`config.mk`:
```
export PLATFORM = sky130hd
export DESIGN_NAME = shadow_copy_seq
export DESIGN_NICKNAME = d
export VERILOG_FILES = /design/src/rtl/shadow_seq_pkg.sv /design/src/rtl/shadow_seq_ctrl.sv /design/src/rtl/shadow_seq_dp.sv /design/src/rtl/shadow_copy_seq.sv
export SDC_FILE = /design/constraint.sdc
export NUM_CORES = 1
export LEC_CHECK = 0
export BUFFER_PORTS_ARGS = -buffer_cell sky130_fd_sc_hd__buf_2
export CAP_MARGIN = 5
export CORE_ASPECT_RATIO = 0.9
export CORE_MARGIN = 2
export CORE_UTILIZATION = 61
export CTS_CLUSTER_SIZE = 14
export DETAILED_ROUTE_END_ITERATION = 8
export PLACE_DENSITY = 0.8
export SYNTH_ARGS = -nofsm -noshare
export SYNTH_HDL_FRONTEND = slang
export SYNTH_SLANG_ARGS = --single-unit
```
`constraint.sdc`:
```
create_clock -name clk -period 2.8 [get_ports clk]
set_clock_uncertainty 0.1 [all_clocks]
set_input_delay 0.28 -clock clk [delete_from_list [all_inputs] [get_ports clk]]
set_output_delay 0.28 -clock clk [all_outputs]
set_load 0.05 [all_outputs]
```
`src/rtl/shadow_seq_pkg.sv`:
```
package shadow_seq_pkg;

  localparam int NumRegs    = 8;
  localparam int IdxW       = $clog2(NumRegs);
  localparam int AddrW      = 8;
  localparam int NumPersist = 6;
  localparam int AlarmIdx   = 6;
  localparam int SecondsIdx = 7;
  localparam int StaleLsb   = 16;
  localparam int NewLsb     = 8;

  localparam logic [AddrW-1:0] StatusAddr   = 8'h10;
  localparam logic [AddrW-1:0] SecondsAddr  = 8'h30;
  localparam logic [AddrW-1:0] AlarmAddr    = 8'h40;
  localparam logic [AddrW-1:0] WatchdogAddr = 8'h50;
  localparam logic [AddrW-1:0] PersistBase  = 8'h60;
  localparam logic [AddrW-1:0] PersistStep  = 8'h10;

  // Strobes from the sequencer to the datapath
  typedef struct packed {
    logic            busy;
    logic            launch;
    logic            finish;
    logic [IdxW-1:0] idx;
  } seqStrobe_t;

  // Returns {hit, index} for a shadowed register address
  function automatic logic [IdxW:0] decodeReg(input logic [AddrW-1:0] addr);
    logic [IdxW:0] res;
    res = '0;
    if (addr == SecondsAddr) begin
      res = {1'b1, IdxW'(SecondsIdx)};
    end else if (addr == AlarmAddr) begin
      res = {1'b1, IdxW'(AlarmIdx)};
    end else begin
      for (int k = 0; k < NumPersist; k++) begin
        if (addr == AddrW'(int'(PersistBase) + k * int'(PersistStep))) begin
          res = {1'b1, IdxW'(k)};
        end
      end
    end
    return res;
  endfunction

  // Lowest set bit wins: this is the copy priority
  function automatic logic [IdxW-1:0] firstSet(input logic [NumRegs-1:0] vec);
    logic [IdxW-1:0] pick;
    pick = '0;
    for (int i = NumRegs - 1; i >= 0; i--) begin
      if (vec[i]) pick = IdxW'(i);
    end
    return pick;
  endfunction

endpackage

```
`src/rtl/shadow_seq_ctrl.sv`:
```
module shadow_seq_ctrl
  import shadow_seq_pkg::*;
#(
  parameter int CopyTicks = 4
) (
  input  logic               clk,
  input  logic               rstN,
  input  logic               slowTick,
  input  logic [NumRegs-1:0] staleVec,
  output seqStrobe_t         strobe
);

  localparam int CntW = (CopyTicks > 1) ? $clog2(CopyTicks) : 1;
  localparam logic [CntW-1:0] LastCnt = CntW'(CopyTicks - 1);

  typedef enum logic {SEQ_IDLE, SEQ_COPY} seqState_e;

  seqState_e       state;
  logic [CntW-1:0] tickCnt;
  logic [IdxW-1:0] idxQ;
  logic            launchNow;
  logic            finishNow;
  logic [IdxW-1:0] pickIdx;

  always_comb begin
    pickIdx   = firstSet(staleVec);
    launchNow = (state == SEQ_IDLE) && (|staleVec);
    finishNow = (state == SEQ_COPY) && slowTick && (tickCnt == LastCnt);
    strobe.busy   = (state == SEQ_COPY);
    strobe.launch = launchNow;
    strobe.finish = finishNow;
    strobe.idx    = (state == SEQ_IDLE) ? pickIdx : idxQ;
  end

  always_ff @(posedge clk or negedge rstN) begin
    if (!rstN) begin
      state   <= SEQ_IDLE;
      tickCnt <= '0;
      idxQ    <= '0;
    end else begin
      unique case (state)
        SEQ_IDLE: begin
          if (launchNow) begin
            state   <= SEQ_COPY;
            idxQ    <= pickIdx;
            tickCnt <= '0;
          end
        end
        SEQ_COPY: begin
          if (slowTick) begin
            if (tickCnt == LastCnt) begin
              state   <= SEQ_IDLE;
              tickCnt <= '0;
            end else begin
              tickCnt <= tickCnt + 1'b1;
            end
          end
        end
        default: state <= SEQ_IDLE;
      endcase
    end
  end

endmodule

```
`src/rtl/shadow_seq_dp.sv`:
```
module shadow_seq_dp
  import shadow_seq_pkg::*;
#(
  parameter int DataW = 32
) (
  input  logic               clk,
  input  logic               rstN,
  input  logic               busWe,
  input  logic [AddrW-1:0]   busAddr,
  input  logic [DataW-1:0]   busWdata,
  input  logic [AddrW-1:0]   rdAddr,
  input  seqStrobe_t         strobe,
  output logic [DataW-1:0]   rdData,
  output logic [NumRegs-1:0] staleVec,
  output logic [NumRegs-1:0] newVec,
  output logic               slowWe,
  output logic [IdxW-1:0]    slowIdx,
  output logic [DataW-1:0]   slowData
);

  logic [DataW-1:0] busRegs [NumRegs];
  logic [DataW-1:0] wdReg;
  logic [DataW-1:0] snapData;
  logic             reArm;
  logic [IdxW:0]    wDec;
  logic [IdxW:0]    rDec;
  logic             wSel;
  logic             statusWr;
  logic             hitInflight;

  assign wDec        = decodeReg(busAddr);
  assign rDec        = decodeReg(rdAddr);
  assign wSel        = busWe && wDec[IdxW];
  assign statusWr    = busWe && (busAddr == StatusAddr);
  assign hitInflight = wSel && (strobe.busy || strobe.launch) &&
                       (wDec[IdxW-1:0] == strobe.idx);

  for (genvar i = 0; i < NumRegs; i++) begin : g_reg
    logic setHit;
    logic doneHit;
    logic clrHit;

    assign setHit  = wSel && (wDec[IdxW-1:0] == IdxW'(i));
    assign doneHit = strobe.finish && (strobe.idx == IdxW'(i));
    assign clrHit  = statusWr && busWdata[NewLsb + i];

    always_ff @(posedge clk or negedge rstN) begin
      if (!rstN) begin
        busRegs[i]  <= '0;
        staleVec[i] <= 1'b0;
        newVec[i]   <= 1'b0;
      end else begin
        if (setHit) busRegs[i] <= busWdata;
        staleVec[i] <= setHit || (staleVec[i] && !(doneHit && !reArm));
        newVec[i]   <= doneHit || (newVec[i] && !clrHit);
      end
    end
  end

  always_ff @(posedge clk or negedge rstN) begin
    if (!rstN) begin
      wdReg    <= '0;
      snapData <= '0;
      reArm    <= 1'b0;
      slowWe   <= 1'b0;
      slowIdx  <= '0;
      slowData <= '0;
    end else begin
      if (busWe && (busAddr == WatchdogAddr)) wdReg <= busWdata;
      if (strobe.launch) snapData <= busRegs[strobe.idx];
      if (strobe.finish)      reArm <= 1'b0;
      else if (strobe.launch) reArm <= hitInflight;
      else if (hitInflight)   reArm <= 1'b1;
      slowWe <= strobe.finish;
      if (strobe.finish) begin
        slowIdx  <= strobe.idx;
        slowData <= snapData;
      end
    end
  end

  always_comb begin
    rdData = '0;
    if (rdAddr == StatusAddr) begin
      rdData[StaleLsb +: NumRegs] = staleVec;
      rdData[NewLsb +: NumRegs]   = newVec;
    end else if (rdAddr == WatchdogAddr) begin
      rdData = wdReg;
    end else if (rDec[IdxW]) begin
      rdData = busRegs[rDec[IdxW-1:0]];
    end
  end

endmodule

```
`src/rtl/shadow_copy_seq.sv`:
```
module shadow_copy_seq
  import shadow_seq_pkg::*;
#(
  parameter int DataW     = 32,
  parameter int CopyTicks = 4
) (
  input  logic               clk,
  input  logic               rstN,
  input  logic               busWe,
  input  logic [AddrW-1:0]   busAddr,
  input  logic [DataW-1:0]   busWdata,
  input  logic [AddrW-1:0]   rdAddr,
  output logic [DataW-1:0]   rdData,
  input  logic               slowTick,
  output logic [NumRegs-1:0] staleFlags,
  output logic [NumRegs-1:0] newFlags,
  output logic               slowWe,
  output logic [IdxW-1:0]    slowIdx,
  output logic [DataW-1:0]   slowData
);

  seqStrobe_t seqStrobe;

  shadow_seq_ctrl #(.CopyTicks(CopyTicks)) u_ctrl (
    .clk      (clk),
    .rstN     (rstN),
    .slowTick (slowTick),
    .staleVec (staleFlags),
    .strobe   (seqStrobe)
  );

  shadow_seq_dp #(.DataW(DataW)) u_dp (
    .clk      (clk),
    .rstN     (rstN),
    .busWe    (busWe),
    .busAddr  (busAddr),
    .busWdata (busWdata),
    .rdAddr   (rdAddr),
    .strobe   (seqStrobe),
    .rdData   (rdData),
    .staleVec (staleFlags),
    .newVec   (newFlags),
    .slowWe   (slowWe),
    .slowIdx  (slowIdx),
    .slowData (slowData)
  );

endmodule

```
==> run summary <==
Dividing the final minimum period by the clock period gives 98.6%. The number of nets in the synthesized netlist came out at 1,947. The total routing usage reported by global routing came out at 38.6%. The shortest clock period the worst path allows after layout came out at 2.76 ns. The setup path with the least slack is of type input port to output port. The proportion of register bits with asynchronous set or reset after synthesis came out at 100%.

The required time at the worst-slack endpoint came out at 2.42 ns. The largest individual stage delay along the critical path comes from the cell sky130_fd_sc_hd__or3b_1. The dominant delay contributor by cell family on the critical path is compound AO/OA/AOI/OAI gates. Setup repair after global routing left no endpoint under its margin. After synthesis, the mean cell area works out to 10.4 um^2. The maximum clock frequency came out at 362 MHz. After technology mapping, the gate count stands at 1,894. The maximum level of the CTS H-tree came out at 2. The number of synthesized register bits came out at 379. The top cell types in the final layout, fill and taps aside, are 379 x sky130_fd_sc_hd__dfrtp_1, 369 x sky130_fd_sc_hd__mux2_2, 308 x sky130_fd_sc_hd__nand2_1, 131 x sky130_fd_sc_hd__buf_2, 99 x sky130_fd_sc_hd__nor2_1. The congestion estimate from routability-driven global placement came to 0.906. The pin count of the biggest net entering global routing came out at 78. The number of setup buffers added after CTS came out at 0.

The floorplan core area came out at 0.0319 mm^2. The clock transition at the register clock pins on the worst setup and hold paths after CTS came out at 0.06 ns. The largest stage delay on the critical path is 0.40 ns. Once the floorplan was initialized, standard cells occupied 61.9% of the core.

The worst slack on hold paths is -0.00258 ns. The first detailed-routing pass ran for 6 iterations. The capturing element type of the critical path is an output port.

The count of max-cap constraint violations is 0. The synthesized netlist occupies a cell area of 0.0197 mm^2. The measured slew at the worst slew-check pin came out at 1.30 ns. The floorplan row count is 62. The run finished, with violations left. During placement, the flow inserted port buffers numbering 135. Setup violations remaining at the end of the flow were counted as 0.

The via density per instance is 6.86. The count of final max-slew check failures is 0. Relative to the synthesized area, the layout overhead comes to 16.2%. The total power came out at 0.0176 W. The leakage power figure came out at 11.0 nW.

The total clock sinks is 379. The largest vdd supply drop is 908 uV. The sum of overflow across all layers after global routing is 0. In the final design database the tool counted 2,086 nets. The maximum count of clock buffers along a single path is 3.

The final core utilization came out at 71.9%. The final number of hold-violating endpoints is 3. The min-delay analysis places its worst path in the category input port to flop. TritonCTS built the clock tree. By instance count, the cell type seen most on the critical path is sky130_fd_sc_hd__buf_2. The cell total after placement is 2,397. For this run, the leading register cell type out of synthesis is sky130_fd_sc_hd__dfrtp_1. The die height is 175 um.

The distinct cell type count of the synthesized netlist came out at 63. The clock root buffer is sky130_fd_sc_hd__clkbuf_16. The number of global-route vias before repair is 16,900. Summing over every cut layer, the via total after detailed routing is 17,000.

The checks that failed: hold timing. The number of synthesized flops with an enable pin is 0. The global-route wire length before repair came out at 100 mm. The insertion delay to the later sink of the worst-skew pair is 0.54 ns. The worst-path maximum fanout is 15. The width of the die is 194 um.

The signal on the critical path passes through buf_2 > or3b_1 > a21o_1 > nand2_2 > buf_12 > a211oi_1 > a311o_1 > o21ai_1 > buf_2. Leaving out fill and tap cells, the most frequent cell in the layout is sky130_fd_sc_hd__dfrtp_1. The yosys synthesis warning count came out at 0.

The fraction of layout instances using a drive strength above 1 came out at 34.6%. The total clock buffers created by CTS is 40. The overall die area is 0.0338 mm^2. Pin placement for this block handled 136 I/O pins. The final total negative setup slack is 0 ns. The finished layout holds 2,483 standard cells, fillers aside. The overall routed net length is 66.1 mm. For this design the ratio of total power to cell area is 768 mW/mm^2. The register area share after synthesis came out at 48.1%. The count of buffering cells on the critical path with inverters included is 3.

The detail-routed net length per standard cell came out at 26.6 um. The signal arrival time at the worst endpoint is 2.38 ns. The detail route stage leaves a number of antenna-violating nets equal to 0. The initial antenna violation count came out at 4.

The count of routing violations after the opening detailed-route iteration came out at 2,352. The worst pin sits at a relative slew slack of 13.4%. The half-perimeter wire length after detailed placement is 39.0 mm. In the routed design, unresolved DRC markers number 0. The worst setup path is launched from an input port.
synth_stat cells, drive strengths merged, types with 27 or more instances:
cell / n / area share [%]
mux2i: 29 / 1.5
nand2: 316 / 6.0
dfrtp: 379 / 48
o22ai: 38 / 1.2
clkbuf: 78 / 1.5
a211oi: 49 / 1.9
a21oi: 92 / 2.4
a31oi: 27 / 0.86
nor2: 101 / 2.0
o21ai: 131 / 3.3
mux2: 371 / 21
buf: 77 / 2.0
worst reg2reg max path, delay by kind of cell, from the launching register on:
kind,cells,cell delay (ns)
AND/OR/NAND/NOR,3,1.18
buffers and inverters,3,0.64
flip-flops,1,0.43
AO/OA/AOI/OAI,2,0.23
through the flow:
step / setup slack (ns) / instance area (um^2)
after floorplan: 0.00332 / 19700
after global placement: 0.102 / 21500
after detailed placement: 0.0812 / 21500
after CTS: 0.0714 / 22900
after global routing: 0.00279 / 22900
final: 0.0406 / 22900
report_power, final:
part	leakage [nW]	internal (W)	switching, W
Sequential	5.11	0.00624	0.000569
Combinational	5.20	0.00170	0.00370
Clock	0.645	0.00315	0.00225
state kept, by name, summed over array words and instances, names as in the netlist, 2 cells and up:
register        count
u_ctrl.tickCnt      2
u_dp.newVec         8
u_ctrl.idxQ         3
u_dp.busRegs      256
u_dp.slowData      32
u_dp.slowIdx        3
u_dp.snapData      32
u_dp.wdReg         32
u_dp.staleVec       8
per-layer routing:
metal | track usage [%] | share of wire, % | wire (um) | up-vias
met1 | 53.6 | 39 | 25700 | 8408
met4 | 17.5 | 4.8 | 3150 | 6
met3 | 11.3 | 14 | 8930 | 269
met5 | 0 | 0.067 | 44 | -
li1 | - | - | - | 7125
met2 | 56.5 | 43 | 28300 | 1229
cell families after synthesis:
kind of cell	Yosys count	share of synthesized area [%]
AOI/OAI and AO/OA	454	15.0
xor gates and xnor gates	2	0.0888
adders and majority gates	1	0.0634
buffers and inverters	165	3.68
DFF	379	48.1
muxes	400	22.7
and+or+nand+nor	493	10.5
path summary, 6_finish.rpt:
kind	from	endpoint	slack, ns	cells after the start
max in group asynchronous	rstN	u_dp.busRegs[54]	1.52	3
worst max register to register	u_dp.staleVec[3]	u_dp.snapData[19]	0.11	8
worst max-delay path	rdAddr[6]	rdData[9]	0.04	9
min in group asynchronous	rstN	u_dp.busRegs[163]	0.23	2
worst min register to register	u_dp.slowData[17]	u_dp.slowData[17]	0.37	2
worst min-delay path	busWdata[18]	u_dp.wdReg[18]	-0.003	2
cell type report:
| cell class | instances | area, um^2 |
|---|---|---|
| Inverter | 10 | 37.5 |
| Sequential cell | 379 | 9480 |
| Clock inverter | 12 | 125 |
| Fill cell | 2251 | 8960 |
| Antenna cell | 4 | 10.0 |
| Clock buffer | 60 | 1200 |
| Tap cell | 416 | 520 |
| Multi-Input combinational cell | 1351 | 9630 |
| Timing Repair Buffer | 251 | 1920 |
timing repair:
item                                    4_1_cts  5_1_grt
resized for setup                             0        8
endpoints found under the hold margin       114        0
endpoints found under the setup margin        0       14
hold buffers                                  9        0
Note: power is estimated with default switching activity, not from simulation.
